[src/rtl/mrot_pkg.sv]
package mrot_pkg;
  typedef enum logic [2:0] {
    ST_IDLE,
    ST_DIRECT,
    ST_WRAP,
    ST_NEXT,
    ST_DONE
  } mrot_state_e;
endpackage

[src/rtl/mrot_ram.sv]
module mrot_ram #(
  parameter int DW    = 8,
  parameter int DEPTH = 24,
  parameter int AW    = 5
) (
  input  logic          clk,
  input  logic          we,
  input  logic [AW-1:0] waddr,
  input  logic [DW-1:0] wdata,
  input  logic [AW-1:0] raddr,
  output logic [DW-1:0] rdata
);
  logic [DW-1:0] mem [DEPTH];

  always_ff @(posedge clk) begin
    if (we) mem[waddr] <= wdata;
    rdata <= mem[raddr];
  end
endmodule

[src/rtl/mrot_fsm.sv]
module mrot_fsm
  import mrot_pkg::*;
(
  input  logic        clk,
  input  logic        rst,
  input  logic        start,
  input  logic        direct_last,
  input  logic        wrap_last,
  input  logic        row_zero,
  input  logic        row_last,
  output mrot_state_e state,
  output logic        go,
  output logic        busy,
  output logic        done
);
  mrot_state_e nxt;

  assign go = (state == ST_IDLE) && start;

  always_comb begin
    nxt = state;
    unique case (state)
      ST_IDLE:   if (start) nxt = ST_DIRECT;
      ST_DIRECT: if (direct_last) nxt = row_zero ? ST_NEXT : ST_WRAP;
      ST_WRAP:   if (wrap_last) nxt = ST_NEXT;
      ST_NEXT:   nxt = row_last ? ST_DONE : ST_DIRECT;
      ST_DONE:   nxt = ST_IDLE;
      default:   nxt = ST_IDLE;
    endcase
  end

  always_ff @(posedge clk) begin
    if (rst) begin
      state <= ST_IDLE;
      busy  <= 1'b0;
      done  <= 1'b0;
    end else begin
      state <= nxt;
      done  <= (state == ST_DONE);
      if (go) busy <= 1'b1;
      else if (state == ST_DONE) busy <= 1'b0;
    end
  end

  // done lasts a single clock
  assert_done_pulse_R5: assert property (@(posedge clk) disable iff (rst)
    done |=> !done);
  // once working, the machine never falls straight back to idle
  assert_no_abort_R7: assert property (@(posedge clk) disable iff (rst)
    (state != ST_IDLE && state != ST_DONE) |=> state != ST_IDLE);
  // busy tracks the non-idle machine
  assert_busy_match_R5: assert property (@(posedge clk) disable iff (rst)
    (state != ST_IDLE) |-> busy);
endmodule

[src/rtl/mrot_addr_gen.sv]
module mrot_addr_gen
  import mrot_pkg::*;
#(
  parameter int ROWS = 4,
  parameter int COLS = 6,
  parameter int AW   = 5,
  parameter int CW   = 3
) (
  input  logic          clk,
  input  logic          rst,
  input  mrot_state_e   state,
  input  logic          go,
  output logic          direct_last,
  output logic          wrap_last,
  output logic          row_zero,
  output logic          row_last,
  output logic          issue,
  output logic [AW-1:0] src_addr,
  output logic [AW-1:0] dst_addr
);
  localparam logic [CW-1:0] LAST_COL = CW'(COLS - 1);
  localparam logic [CW-1:0] LAST_ROW = CW'(ROWS - 1);
  localparam logic [AW-1:0] ROW_STEP = AW'(COLS);

  logic [CW-1:0] row, kd, kw;
  logic [AW-1:0] base;
  logic [CW-1:0] src_col, dst_col;
  logic          in_wrap;

  assign row_zero    = (row == '0);
  assign row_last    = (row == LAST_ROW);
  assign direct_last = (kd == LAST_COL - row);
  assign wrap_last   = (kw == row - 1'b1);
  assign in_wrap     = (state == ST_WRAP);
  assign issue       = (state == ST_DIRECT) || in_wrap;

  // column multiplexer: direct counter or wrap counter
  always_comb begin
    if (in_wrap) begin
      src_col = row - kw - 1'b1;
      dst_col = LAST_COL - kw;
    end else begin
      src_col = row + kd;
      dst_col = kd;
    end
  end

  assign src_addr = base + AW'(src_col);
  assign dst_addr = base + AW'(dst_col);

  always_ff @(posedge clk) begin
    if (rst || go) begin
      row  <= '0;
      base <= '0;
      kd   <= '0;
      kw   <= '0;
    end else begin
      unique case (state)
        ST_DIRECT: if (!direct_last) kd <= kd + 1'b1;
        ST_WRAP:   if (!wrap_last) kw <= kw + 1'b1;
        ST_NEXT: begin
          kd <= '0;
          kw <= '0;
          if (!row_last) begin
            row  <= row + 1'b1;
            base <= base + ROW_STEP;
          end
        end
        default: ;
      endcase
    end
  end

  // reads stay inside the current row
  assert_src_in_row_R2: assert property (@(posedge clk) disable iff (rst)
    issue |-> (src_col <= LAST_COL));
  // row 0 never enters the wrapping pass
  assert_row0_no_wrap_R3: assert property (@(posedge clk) disable iff (rst)
    in_wrap |-> !row_zero);
  // wrap pass writes descend from the last column
  assert_wrap_desc_R4: assert property (@(posedge clk) disable iff (rst)
    (in_wrap && !wrap_last) |=> (in_wrap && dst_col == $past(dst_col) - 1'b1));
endmodule

[src/rtl/mrot_top.sv]
module mrot_top
  import mrot_pkg::*;
#(
  parameter int ROWS = 4,
  parameter int COLS = 6,
  parameter int DW   = 8,
  parameter int CNTW = 16,
  localparam int DEPTH = ROWS * COLS,
  localparam int AW    = (DEPTH > 1) ? $clog2(DEPTH) : 1
) (
  input  logic            clk,
  input  logic            rst,
  input  logic            start,
  output logic            busy,
  output logic            done,
  output logic [CNTW-1:0] cycles,
  input  logic            ld_en,
  input  logic [AW-1:0]   ld_addr,
  input  logic [DW-1:0]   ld_data,
  input  logic [AW-1:0]   rd_addr,
  output logic [DW-1:0]   rd_data
);
  localparam int CW = (COLS > 1) ? $clog2(COLS) : 1;

  mrot_state_e   state;
  logic          go, direct_last, wrap_last, row_zero, row_last, issue;
  logic [AW-1:0] src_addr, dst_addr, dst_addr_d;
  logic          wr_en_d;
  logic [DW-1:0] src_data;

  mrot_fsm u_fsm (
    .clk(clk), .rst(rst), .start(start),
    .direct_last(direct_last), .wrap_last(wrap_last),
    .row_zero(row_zero), .row_last(row_last),
    .state(state), .go(go), .busy(busy), .done(done)
  );

  mrot_addr_gen #(.ROWS(ROWS), .COLS(COLS), .AW(AW), .CW(CW)) u_agen (
    .clk(clk), .rst(rst), .state(state), .go(go),
    .direct_last(direct_last), .wrap_last(wrap_last),
    .row_zero(row_zero), .row_last(row_last),
    .issue(issue), .src_addr(src_addr), .dst_addr(dst_addr)
  );

  mrot_ram #(.DW(DW), .DEPTH(DEPTH), .AW(AW)) u_src (
    .clk(clk), .we(ld_en && !busy), .waddr(ld_addr), .wdata(ld_data),
    .raddr(src_addr), .rdata(src_data)
  );

  mrot_ram #(.DW(DW), .DEPTH(DEPTH), .AW(AW)) u_dst (
    .clk(clk), .we(wr_en_d), .waddr(dst_addr_d), .wdata(src_data),
    .raddr(rd_addr), .rdata(rd_data)
  );

  // write side trails the registered read by one clock
  always_ff @(posedge clk) begin
    if (rst) begin
      wr_en_d    <= 1'b0;
      dst_addr_d <= '0;
    end else begin
      wr_en_d    <= issue;
      dst_addr_d <= dst_addr;
    end
  end

  always_ff @(posedge clk) begin
    if (rst || go) cycles <= '0;
    else if (state != ST_IDLE) cycles <= cycles + 1'b1;
  end

  // count frozen while idle without a start
  assert_cycles_hold_R6: assert property (@(posedge clk) disable iff (rst)
    (state == ST_IDLE && !start) |=> $stable(cycles));
  // destination writes never land outside the matrix
  assert_dst_range_R2: assert property (@(posedge clk) disable iff (rst)
    wr_en_d |-> (dst_addr_d < AW'(DEPTH)));
  // the final write precedes the done pulse
  assert_drain_R5: assert property (@(posedge clk) disable iff (rst)
    done |-> !wr_en_d);
endmodule

[config.mk]
export PLATFORM = sky130hd
export DESIGN_NAME = mrot_top
export DESIGN_NICKNAME = d
export VERILOG_FILES = /design/src/rtl/mrot_pkg.sv /design/src/rtl/mrot_ram.sv /design/src/rtl/mrot_fsm.sv /design/src/rtl/mrot_addr_gen.sv /design/src/rtl/mrot_top.sv
export SDC_FILE = /design/constraint.sdc
export NUM_CORES = 1
export LEC_CHECK = 0
export ABC_AREA = 1
export BUFFER_PORTS_ARGS = -buffer_cell sky130_fd_sc_hd__clkbuf_2
export CELL_PAD_IN_SITES_DETAIL_PLACEMENT = 2
export CELL_PAD_IN_SITES_GLOBAL_PLACEMENT = 2
export CORE_MARGIN = 4
export CORE_UTILIZATION = 45
export DETAILED_ROUTE_END_ITERATION = 6
export GPL_TIMING_DRIVEN = 0
export MAX_ROUTING_LAYER = met4
export PLACE_DENSITY_LB_ADDON = 0.1
export SYNTH_ARGS = -nofsm -noshare
export SYNTH_HDL_FRONTEND = slang
export SYNTH_HIERARCHICAL = 1
export SYNTH_SLANG_ARGS = --single-unit
[constraint.sdc]
create_clock -name clk -period 4 [get_ports clk]
set_input_delay 0.2 -clock clk [delete_from_list [all_inputs] [get_ports clk]]
set_output_delay 0.2 -clock clk [all_outputs]
set_load 0.01 [all_outputs]
==> flow_summary_export.csv, run 1 <==
group,metric,value,unit
worst_setup_path,crit_required,4.48,ns
clock_network,cts_made_buffers,47,
floorplan,fp.dieH,215,um
sta,totalNegativeSetupSlack,0,ns
yosys,synth_top_area_frac,0.600,
floorplan,die_area,0.0461,mm2
power_and_ir_drop,power_leakage,0.00867,uW
worst_setup_path,regToRegSetupSlack,0.28,ns
floorplan,io_pins,48,
cells_and_area,drive_above_1_share,0.107,
route,first_iter_violations,877,
sta,hold_viol_final,0,
worst_hold_path,hold_class,"in -> reg",
global_route,grt_max_degree,25,
yosys,async_flop_share,0,
cells_and_area,antenna_cells,0,
sta,hold_ws,0.105,ns
cells_and_area,design_area,0.0215,mm2
placement,dpl_cell_area,0.0201,mm2
yosys,synth.area.top_cells,"edfxtp_1, nand2_1, nand3_1",
worst_setup_path,cp_slowest_stage_delay,0.53,ns
yosys,synth_edf_count,384,
run_status,status,"complete, no violations",
power_and_ir_drop,p_sw,5100,uW
worst_setup_path,crit_chain,"inv_1 -> nor2_4 -> nand2_1 -> buf_2 -> o21ai_0 -> ha_1 -> inv_1 -> fa_1 -> inv_1 -> buf_2 -> inv_1 -> buf_2 -> nand3_1 -> nand3_1 -> nand2_1 -> nand2_1 -> nand2_1",
floorplan,die_x,215,um
global_route,first_global_vias,15800,
clock_network,clock_path_buffers,3,
route,post-route-drc-count,0,
placement,io_buffers,43,
route,via_per_inst,5.52,
clock_network,cts-htree-levels,2,
run,maxCapViolations,0,
route,wl,62.4,mm
sta,finalSetupViolCount,0,
clock_network,clock-sinks,440,
route,antenna_left,0,
worst_setup_path,cp.buffers_inverters,7,
clock_network,cts_tree,"yes",
floorplan,core,0.0420,mm2
power_and_ir_drop,ir_drop,0.000386,V
floorplan,initial_core_util,0.457,
sta,clock_skew,0.0171,ns
worst_setup_path,criticalPathCategory,"reg -> reg",
clock_network,clk_latency,0.59,ns
global_route,overflow,0,
cells_and_area,synthToLayoutAreaGrowth,12.0,%
worst_setup_path,cp_max_fo,10,
cells_and_area,n_fill_cell,4321,
sta,max_slew.worst_pin.slew,1.26,ns
route,wl_per_cell,24.6,um
yosys,seq_area_frac_synth,0.658,
power_and_ir_drop,swShare,0.365,
yosys,ys_seq_elements,440,
sta,rsz0062_at_grt,"false",
worst_setup_path,start_kind,"register",
yosys,synth_ff_type,"edfxtp_1",
sta,report.final.slew_viol_count,0,
sta,clock.fmax,0.268,GHz
yosys,synthCells,1865,
clock_network,clk_pin_slew,0.06,ns
route,firstDrtPassIters,5,
cells_and_area,fin_nets,1999,
clock_network,cts_setup_buffers,0,
global_route,grt_pass1_wl,94.8,mm
global_route,grt_antenna_before_repair,0,
yosys,ys_warn_count,6,
route,vias,14000,
power_and_ir_drop,seqPwrFrac,0.429,
worst_setup_path,cp_top_family,"buffers and inverters",
sta,fin_crit_sh,0.931,
worst_setup_path,arrival,4.20,ns
yosys,syn_avg_cell_area,10.3,um2
power_and_ir_drop,pwr-share-comb,0.278,
placement,dp.final_hpwl,42.3,mm
worst_setup_path,cp-end-kind,"register",
cells_and_area,seq_area,0.0127,mm2
yosys,synth_largest_area_cell,"edfxtp_1",
global_route,track_usage,0.277,
yosys,synth_nets,1906,
power_and_ir_drop,pwr_density_cell,648,mW/mm2
sta,relSlewSlack,0.157,
placement,routabilityCongestion,0.863,
clock_network,cts_root_buf,"clkbuf_16",
worst_setup_path,cp_slowest_cell,"dfxtp_1",
cells_and_area,multi_input_comb_area,0.00507,mm2
power_and_ir_drop,p_int,8860,uW
yosys,synth.distinct_cells,36,
yosys,syn_area,0.0192,mm2
power_and_ir_drop,p_total,14000,uW
sta,period_minus_slack,3.72,ns
power_and_ir_drop,clkPwrFrac,0.293,
floorplan,rows,75,
## power by group through the flow
stage          clock [uW]  combinational [uW]  sequential, uW
2_1_floorplan           0                2360            5780
4_1_cts              4180                3850            6000
3_5_place_dp            0                3760            6100
5_1_grt              4390                4210            6030
3_3_place_gp            0                3460            6060
6_report             4090                3880            5980
## timing repair
item / 4_1_cts / 5_1_grt
gates resized for setup: 0 / 3
endpoints found under the setup margin: 0 / 5
hold buffers: 1 / 0
endpoints found under the hold margin: 1 / 0
## flip-flops by register name (all words and copies together) (netlist names), 3 cells and up
signal       cells
u_agen/row       3
dst_addr_d       5
u_dst/rdata      8
u_agen/kw        3
u_src/rdata      8
u_src/mem      192
u_dst/mem      192
cycles          16
u_agen/base      4
u_agen/kd        3
u_fsm/state      3
## per-stage QoR
| step | utilization | std cells | worst slack (ns) |
|---|---|---|---|
| finish | 0.512 | 2532 | 0.275 |
| global route | 0.512 | 2532 | 0.0522 |
| CTS | 0.512 | 2532 | 0.105 |
| detailed placement | 0.478 | 2447 | 0.201 |
| global placement | 0.478 | 2447 | 0.337 |
| floorplan | - | 1865 | 1.27 |
## cells in the mapped netlist (3+ instances only)
cell / number
o21ai_0: 49
a21oi_1: 26
nand3b_1: 5
nand3_1: 245
ha_1: 15
nand2_2: 10
inv_2: 8
nand2_4: 3
edfxtp_1: 384
buf_6: 12
nor2_2: 9
xor2_1: 5
nand2_1: 424
clkbuf_1: 16
nand4_1: 7
o211ai_1: 32
o21ai_1: 38
nor2_1: 183
buf_2: 34
nand3_2: 5
fa_1: 4
dfxtp_1: 56
nor2_4: 4
buf_4: 14
inv_1: 261
## cell type report
cell class,count,area share
flip-flops and latches,440,0.588
multi-input cells,1076,0.236
clock buffers,63,0.0589
inverters,271,0.0473
well taps,539,0.0313
plain buffers,78,0.0223
repair buffers,44,0.0105
clock inverters,21,0.00610
## final timing paths
kind,endpoint,from,cells past startpoint
max,u_src/rdata[3],u_fsm/state[1],17
min,dst_addr_d[1],rst,2
max reg2reg,u_src/rdata[3],u_fsm/state[1],17
min reg2reg,u_agen/base[4],u_agen/base[4],1
## layout by cell type, fill, tap and decap left out, types with 4 or more instances in the layout
master,count
nor2_4,4
clkbuf_1,29
nand3_1,245
dfxtp_1,56
fa_1,4
nand3b_1,5
o21ai_0,49
buf_4,14
nand2_1,424
buf_6,12
xor2_1,5
clkbuf_16,48
nand4_1,7
clkinv_2,11
a21oi_1,26
nand2_2,10
inv_2,8
nor2_1,183
edfxtp_1,384
nand3_2,5
o21ai_1,38
clkbuf_2,45
inv_1,261
buf_2,34
nor2_2,9
clkinv_1,8
o211ai_1,32
ha_1,15
## kinds of logic (layout without fill, tap and decap cells)
logic type | count (synthesis) | count (layout) | share of synthesized area
xor gates and xnor gates | 6 | 6 | 0.00273
buffers and inverters | 349 | 477 | 0.0778
and+or+nand+nor | 901 | 901 | 0.203
AOI/OAI and AO/OA | 150 | 150 | 0.0443
DFF | 440 | 440 | 0.658
adders and majority gates | 19 | 19 | 0.0139
## per-layer routing
| layer | GRT usage | vias up | part of all wire | wire (um) |
|---|---|---|---|---|
| met5 | - | - | 0 | 0 |
| met4 | 0.0970 | 0 | 0.033 | 2080 |
| met3 | 0.0347 | 123 | 0.039 | 2420 |
| met2 | 0.509 | 327 | 0.54 | 33800 |
| met1 | 0.311 | 7181 | 0.39 | 24100 |
| li1 | - | 6358 | - | - |
No activity file was read; power rests on OpenSTA's default activity.
==> inputs of run 2 (changes only) <==
--- a/config.mk
+++ b/config.mk
@@ -6,15 +6,13 @@
 export NUM_CORES = 1
 export LEC_CHECK = 0
 export ABC_AREA = 1
-export BUFFER_PORTS_ARGS = -buffer_cell sky130_fd_sc_hd__clkbuf_2
-export CELL_PAD_IN_SITES_DETAIL_PLACEMENT = 2
-export CELL_PAD_IN_SITES_GLOBAL_PLACEMENT = 2
+export BUFFER_PORTS_ARGS = -buffer_cell sky130_fd_sc_hd__buf_2
 export CORE_MARGIN = 4
-export CORE_UTILIZATION = 45
+export CORE_UTILIZATION = 60
 export DETAILED_ROUTE_END_ITERATION = 6
 export GPL_TIMING_DRIVEN = 0
 export MAX_ROUTING_LAYER = met4
-export PLACE_DENSITY_LB_ADDON = 0.1
+export PLACE_DENSITY = 0.77
 export SYNTH_ARGS = -nofsm -noshare
 export SYNTH_HDL_FRONTEND = slang
 export SYNTH_HIERARCHICAL = 1
==> run 2 against run 1 <==
Net effect:
- the flow now finishes with violations (design-rule violations)
- clock skew increased by 0.014 ns
- flip-flop and latch count unchanged
- critical path depth decreased by 1
- die area decreased by 24%
- register-to-register slack improved by 0.24 ns
- first-iteration DRC count increased by 68%
- sequential power decreased by 0.7%
- critical path type unchanged
- critical endpoint is now u_src/rdata[2]
- largest cell class unchanged
- highest routed layer unchanged
==> flow_summary_export.csv, run 2 (synthesized netlist as in run 1, its figures left out) <==
group,metric,value,unit
sta,max_slew.worst_pin.slew,1.12,ns
sta,fin_crit_sh,0.872,
cells_and_area,design_area,0.0214,mm2
worst_setup_path,crit_required,4.43,ns
route,vias,13600,
run_status,violations,"design-rule violations",
floorplan,initial_core_util,0.609,
clock_network,cts-htree-levels,2,
worst_setup_path,cp-end-kind,"register",
placement,routabilityCongestion,0.985,
sta,hold_viol_final,0,
sta,totalNegativeSetupSlack,0,ns
cells_and_area,antenna_cells,0,
global_route,grt_antenna_before_repair,0,
floorplan,io_pins,48,
cells_and_area,fin_nets,1997,
cells_and_area,drive_above_1_share,0.108,
route,first_iter_violations,1469,
placement,dp.final_hpwl,28.8,mm
route,via_per_inst,5.68,
global_route,grt_pass1_wl,69.6,mm
route,wl,44.5,mm
global_route,first_global_vias,13200,
worst_setup_path,criticalPathCategory,"reg -> reg",
placement,dpl_cell_area,0.0199,mm2
global_route,track_usage,0.258,
run,maxCapViolations,0,
placement,io_buffers,43,
clock_network,cts_root_buf,"clkbuf_16",
floorplan,fp.dieH,187,um
clock_network,clk_latency,0.55,ns
clock_network,cts_made_buffers,45,
worst_setup_path,cp_max_fo,10,
clock_network,clock_path_buffers,3,
clock_network,cts_tree,"yes",
clock_network,clk_pin_slew,0.06,ns
sta,clock_skew,0.0307,ns
global_route,overflow,0,
sta,clock.fmax,0.287,GHz
cells_and_area,n_fill_cell,2336,
sta,rsz0062_at_grt,"false",
cells_and_area,synthToLayoutAreaGrowth,11.4,%
worst_setup_path,start_kind,"register",
cells_and_area,biggestRegsByFlops,"u_dst/mem: 192 flops, u_src/mem: 192 flops, cycles: 16 flops",
floorplan,die_area,0.0350,mm2
worst_hold_path,hold_class,"in -> reg",
floorplan,rows,65,
sta,relSlewSlack,0.254,
cells_and_area,multi_input_comb_area,0.00507,mm2
sta,report.final.slew_viol_count,0,
cells_and_area,layout_common_cells,"nand2_1, edfxtp_1, inv_1",
run_status,status,"finished, violations left",
power_and_ir_drop,pwr_density_cell,633,mW/mm2
route,wl_per_cell,18.6,um
floorplan,die_x,187,um
clock_network,clock-sinks,440,
route,post-route-drc-count,1,
floorplan,core,0.0316,mm2
route,antenna_left,0,
sta,period_minus_slack,3.49,ns
sta,finalSetupViolCount,0,
worst_setup_path,arrival,3.92,ns
global_route,grt_max_degree,25,
cells_and_area,seq_area,0.0127,mm2
route,firstDrtPassIters,7,
cells_and_area,final_common_cell,"nand2_1",
power_and_ir_drop,ir_drop,0.000466,V
power_and_ir_drop,power_leakage,0.00870,uW
[run 2: cell count changes in the layout (fill, tap and decap cells not counted)]
cell and delta:
buf_2 +43, clkbuf_16 -1, clkbuf_1 -5, clkbuf_2 -45, clkinvlp_2 +1, buf_1 +1, clkinv_1 +3, bufinv_16 +3
[run 2: what timing repair did]
item | CTS | global route
resized for setup | 0 | 0
endpoints found under the setup margin | 0 | 0
hold buffers | 1 | 0
hold endpoints to repair | 1 | 0
setup buffers | 0 | 0
[run 2: area by class of cell]
class,instances,area share
clock inverter,28,0.0111
inverter,271,0.0475
tap,402,0.0235
buffer,78,0.0223
multi-input combinational,1076,0.237
clock buffer,56,0.0570
timing repair buffer,44,0.0105
sequential,440,0.591
[run 2: through the flow]
step | hold WS, ns | std cells | total power (uW) | util | setup WS, ns
4_1_cts | 0.0269 | 2395 | 13500 | 0.678 | 0.600
3_3_place_gp | 0.471 | 2310 | 9280 | 0.632 | 0.701
3_5_place_dp | 0.485 | 2310 | 9390 | 0.632 | 0.645
6_report | 0.0385 | 2395 | 13600 | 0.678 | 0.511
2_1_floorplan | 0.269 | 1865 | 8140 | - | 1.27
5_1_grt | 0.0375 | 2395 | 14200 | 0.678 | 0.275
[run 2: final timing paths]
kind	from	end	slack, ns	depth (start not counted)
max	u_fsm/state[1]	u_src/rdata[2]	0.51	16
min	rst	u_fsm/done	0.04	2
max reg2reg	u_fsm/state[1]	u_src/rdata[2]	0.51	16
min reg2reg	u_fsm/busy	u_fsm/busy	0.49	2
[run 2: metal layers]
| metal | routed length, um | part of all wire | global-route usage |
|---|---|---|---|
| met5 | 0 | 0 | - |
| met4 | 1510 | 0.034 | 0.0904 |
| met3 | 3630 | 0.082 | 0.0371 |
| met2 | 22100 | 0.50 | 0.432 |
| met1 | 17300 | 0.39 | 0.325 |
[run 2: critical path, cell delays in order (launching register included)]
cell and delay [ns]:
dfxtp_1 0.52, inv_1 0.18, nor2_4 0.19, nand2_1 0.14
buf_2 0.20, o21ai_0 0.17, ha_1 0.19, inv_1 0.05
fa_1 0.43, inv_1 0.06, buf_2 0.20, buf_1 0.45
nand3_1 0.22, nand3_1 0.12, nand2_1 0.08, nand2_1 0.12
nand2_1 0.06
[run 2: power by group]
| part | switching [uW] | internal, uW |
|---|---|---|
| Combinational | 2420 | 1090 |
| Sequential | 465 | 5480 |
| Clock | 1680 | 2420 |
==> inputs of run 3 (changes only) <==
--- a/config.mk
+++ b/config.mk
@@ -12,7 +12,7 @@
 export DETAILED_ROUTE_END_ITERATION = 6
 export GPL_TIMING_DRIVEN = 0
 export MAX_ROUTING_LAYER = met4
-export PLACE_DENSITY = 0.77
+export PLACE_DENSITY_LB_ADDON = 0.08
 export SYNTH_ARGS = -nofsm -noshare
 export SYNTH_HDL_FRONTEND = slang
 export SYNTH_HIERARCHICAL = 1
==> run 3 against run 2 <==
Net effect:
- the run now ends clean
- design area fell by 0.34%
- clock power is 4% lower
- via count decreased by 2.9%
- flip-flop and latch count stayed put
- fmax fell by 1.4%
- highest routed layer unchanged
==> flow_summary_export.csv, run 3 (synthesized netlist as in run 1, its figures left out) <==
group,metric,value,unit
run_status,status,"complete, no violations",
clock_network,cts_setup_buffers,0,
placement,dp.final_hpwl,29.3,mm
cells_and_area,synthToLayoutAreaGrowth,11.0,%
route,firstDrtPassIters,6,
worst_setup_path,cp.buffers_inverters,6,
clock_network,clock_path_buffers,3,
sta,period_minus_slack,3.54,ns
worst_setup_path,arrival,3.97,ns
global_route,track_usage,0.255,
floorplan,initial_core_util,0.609,
route,wl,43.9,mm
route,wl_per_cell,18.4,um
placement,place_ws,0.553,ns
power_and_ir_drop,power_leakage,0.00867,uW
cells_and_area,drive_above_1_share,0.105,
sta,fin_crit_sh,0.884,
clock_network,cts_root_buf,"clkbuf_16",
cells_and_area,biggestRegsByFlops,"u_dst/mem: 192 flops, u_src/mem: 192 flops, cycles: 16 flops",
power_and_ir_drop,ir_drop,0.000493,V
clock_network,clk_latency,0.55,ns
run,maxCapViolations,0,
clock_network,cts_tree,"yes",
route,vias,13200,
sta,clock.fmax,0.283,GHz
floorplan,io_pins,48,
route,via_per_inst,5.52,
worst_setup_path,cp_slowest_cell,"dfxtp_1",
sta,worst_slack,0.462,ns
clock_network,cts_made_buffers,46,
floorplan,rows,65,
cells_and_area,final_common_cell,"nand2_1",
clock_network,clock-sinks,440,
sta,rsz0062_at_grt,"false",
clock_network,cts-htree-levels,2,
worst_setup_path,cp-end-kind,"register",
sta,max_slew.worst_pin.slew,1.08,ns
clock_network,cts-resized-gates,0,
floorplan,die_area,0.0350,mm2
power_and_ir_drop,p_total,13300,uW
floorplan,fp.dieH,187,um
route,first_iter_violations,1071,
floorplan,core,0.0316,mm2
worst_setup_path,crit_required,4.43,ns
global_route,grt_antenna_before_repair,0,
placement,dp.cells,2310,
clock_network,clk_pin_slew,0.06,ns
global_route,grt_pass1_wl,68.4,mm
worst_hold_path,hold_class,"in -> reg",
placement,routabilityCongestion,1.00,
worst_setup_path,cp_max_fo,10,
global_route,grt_max_degree,25,
power_and_ir_drop,pwr_density_cell,624,mW/mm2
global_route,overflow,0,
cells_and_area,antenna_cells,0,
cells_and_area,design_area,0.0213,mm2
placement,io_buffers,43,
clock_network,cts_hold_buffers,1,
sta,totalNegativeSetupSlack,0,ns
cells_and_area,instances_no_fill,2392,
cells_and_area,layout_common_cells,"nand2_1, edfxtp_1, inv_1",
global_route,first_global_vias,12600,
worst_setup_path,path_common_cell,"nand2_1",
sta,clock_skew,0.0303,ns
worst_setup_path,start_kind,"register",
sta,report.final.slew_viol_count,0,
route,post-route-drc-count,0,
cells_and_area,fin_nets,1998,
placement,dpl_cell_area,0.0199,mm2
worst_setup_path,cp_top_family,"buffers and inverters",
worst_setup_path,cp_slowest_stage_delay,0.54,ns
floorplan,die_x,187,um
route,antenna_left,0,
worst_setup_path,criticalPathCategory,"reg -> reg",
sta,relSlewSlack,0.279,
worst_setup_path,crit_chain,"inv_1 -> nor2_4 -> nand2_1 -> buf_2 -> o21ai_0 -> ha_1 -> inv_1 -> fa_1 -> inv_1 -> buf_2 -> buf_1 -> nand3_1 -> nand3_1 -> nand2_1 -> nand2_1 -> nand2_1",
sta,finalSetupViolCount,0,
sta,hold_viol_final,0,
## run 3: cell types whose count changed in the layout (fill, tap and decap cells not counted), moves of 2 or more
cell and change:
clkinvlp_4 -2, clkbuf_2 +2, clkinv_1 -3, clkbuf_1 +6, bufinv_16 -2, clkinv_2 -4
## run 3: per-layer routing
| layer | vias up | part of all wire | global-route usage |
|---|---|---|---|
| met5 | - | 0 | - |
| met4 | 0 | 0.035 | 0.0859 |
| met3 | 110 | 0.069 | 0.0355 |
| met2 | 502 | 0.49 | 0.422 |
| met1 | 6235 | 0.40 | 0.328 |
| li1 | 6365 | - | - |
## run 3: final timing paths
path	start	end	cells after the start	slack [ns]
setup / recovery	u_fsm/state[1]	u_src/rdata[4]	16	0.46
hold / removal	rst	dst_addr_d[3]	2	0.06
setup reg to reg	u_fsm/state[1]	u_src/rdata[4]	16	0.46
hold reg to reg	u_fsm/busy	u_fsm/busy	2	0.49
## run 3: worst register-to-register path, cell delays in order (launching register included)
cell and delay [ns]:
dfxtp_1 0.54, inv_1 0.19, nor2_4 0.18, nand2_1 0.14, buf_2 0.20, o21ai_0 0.17, ha_1 0.19, inv_1 0.05
fa_1 0.42, inv_1 0.06, buf_2 0.20, buf_1 0.48, nand3_1 0.24, nand3_1 0.15, nand2_1 0.09, nand2_1 0.09
nand2_1 0.05
## run 3: power breakdown
group | total [uW] | internal, uW | switching, uW | leakage, uW
Clock | 3940 | 2290 | 1650 | 0.000682
Combinational | 3470 | 1090 | 2380 | 0.00407
Sequential | 5900 | 5470 | 426 | 0.00391
Total | 13300 | 8850 | 4460 | 0.00867
## run 3: layout make-up
class	count	area, um2
inverter	271	1020
multi-input combinational	1076	5070
buffer	78	478
tap	402	503
sequential	440	12700
timing repair buffer	44	225
clock buffer	64	1240
clock inverter	17	143
fill	2419	10200
## run 3: metrics by stage
step / hold slack [ns] / utilization
floorplan: 0.269 / -
global placement: 0.471 / 0.632
detailed placement: 0.483 / 0.632
CTS: 0.0360 / 0.676
global route: 0.0499 / 0.676
finish: 0.0582 / 0.676
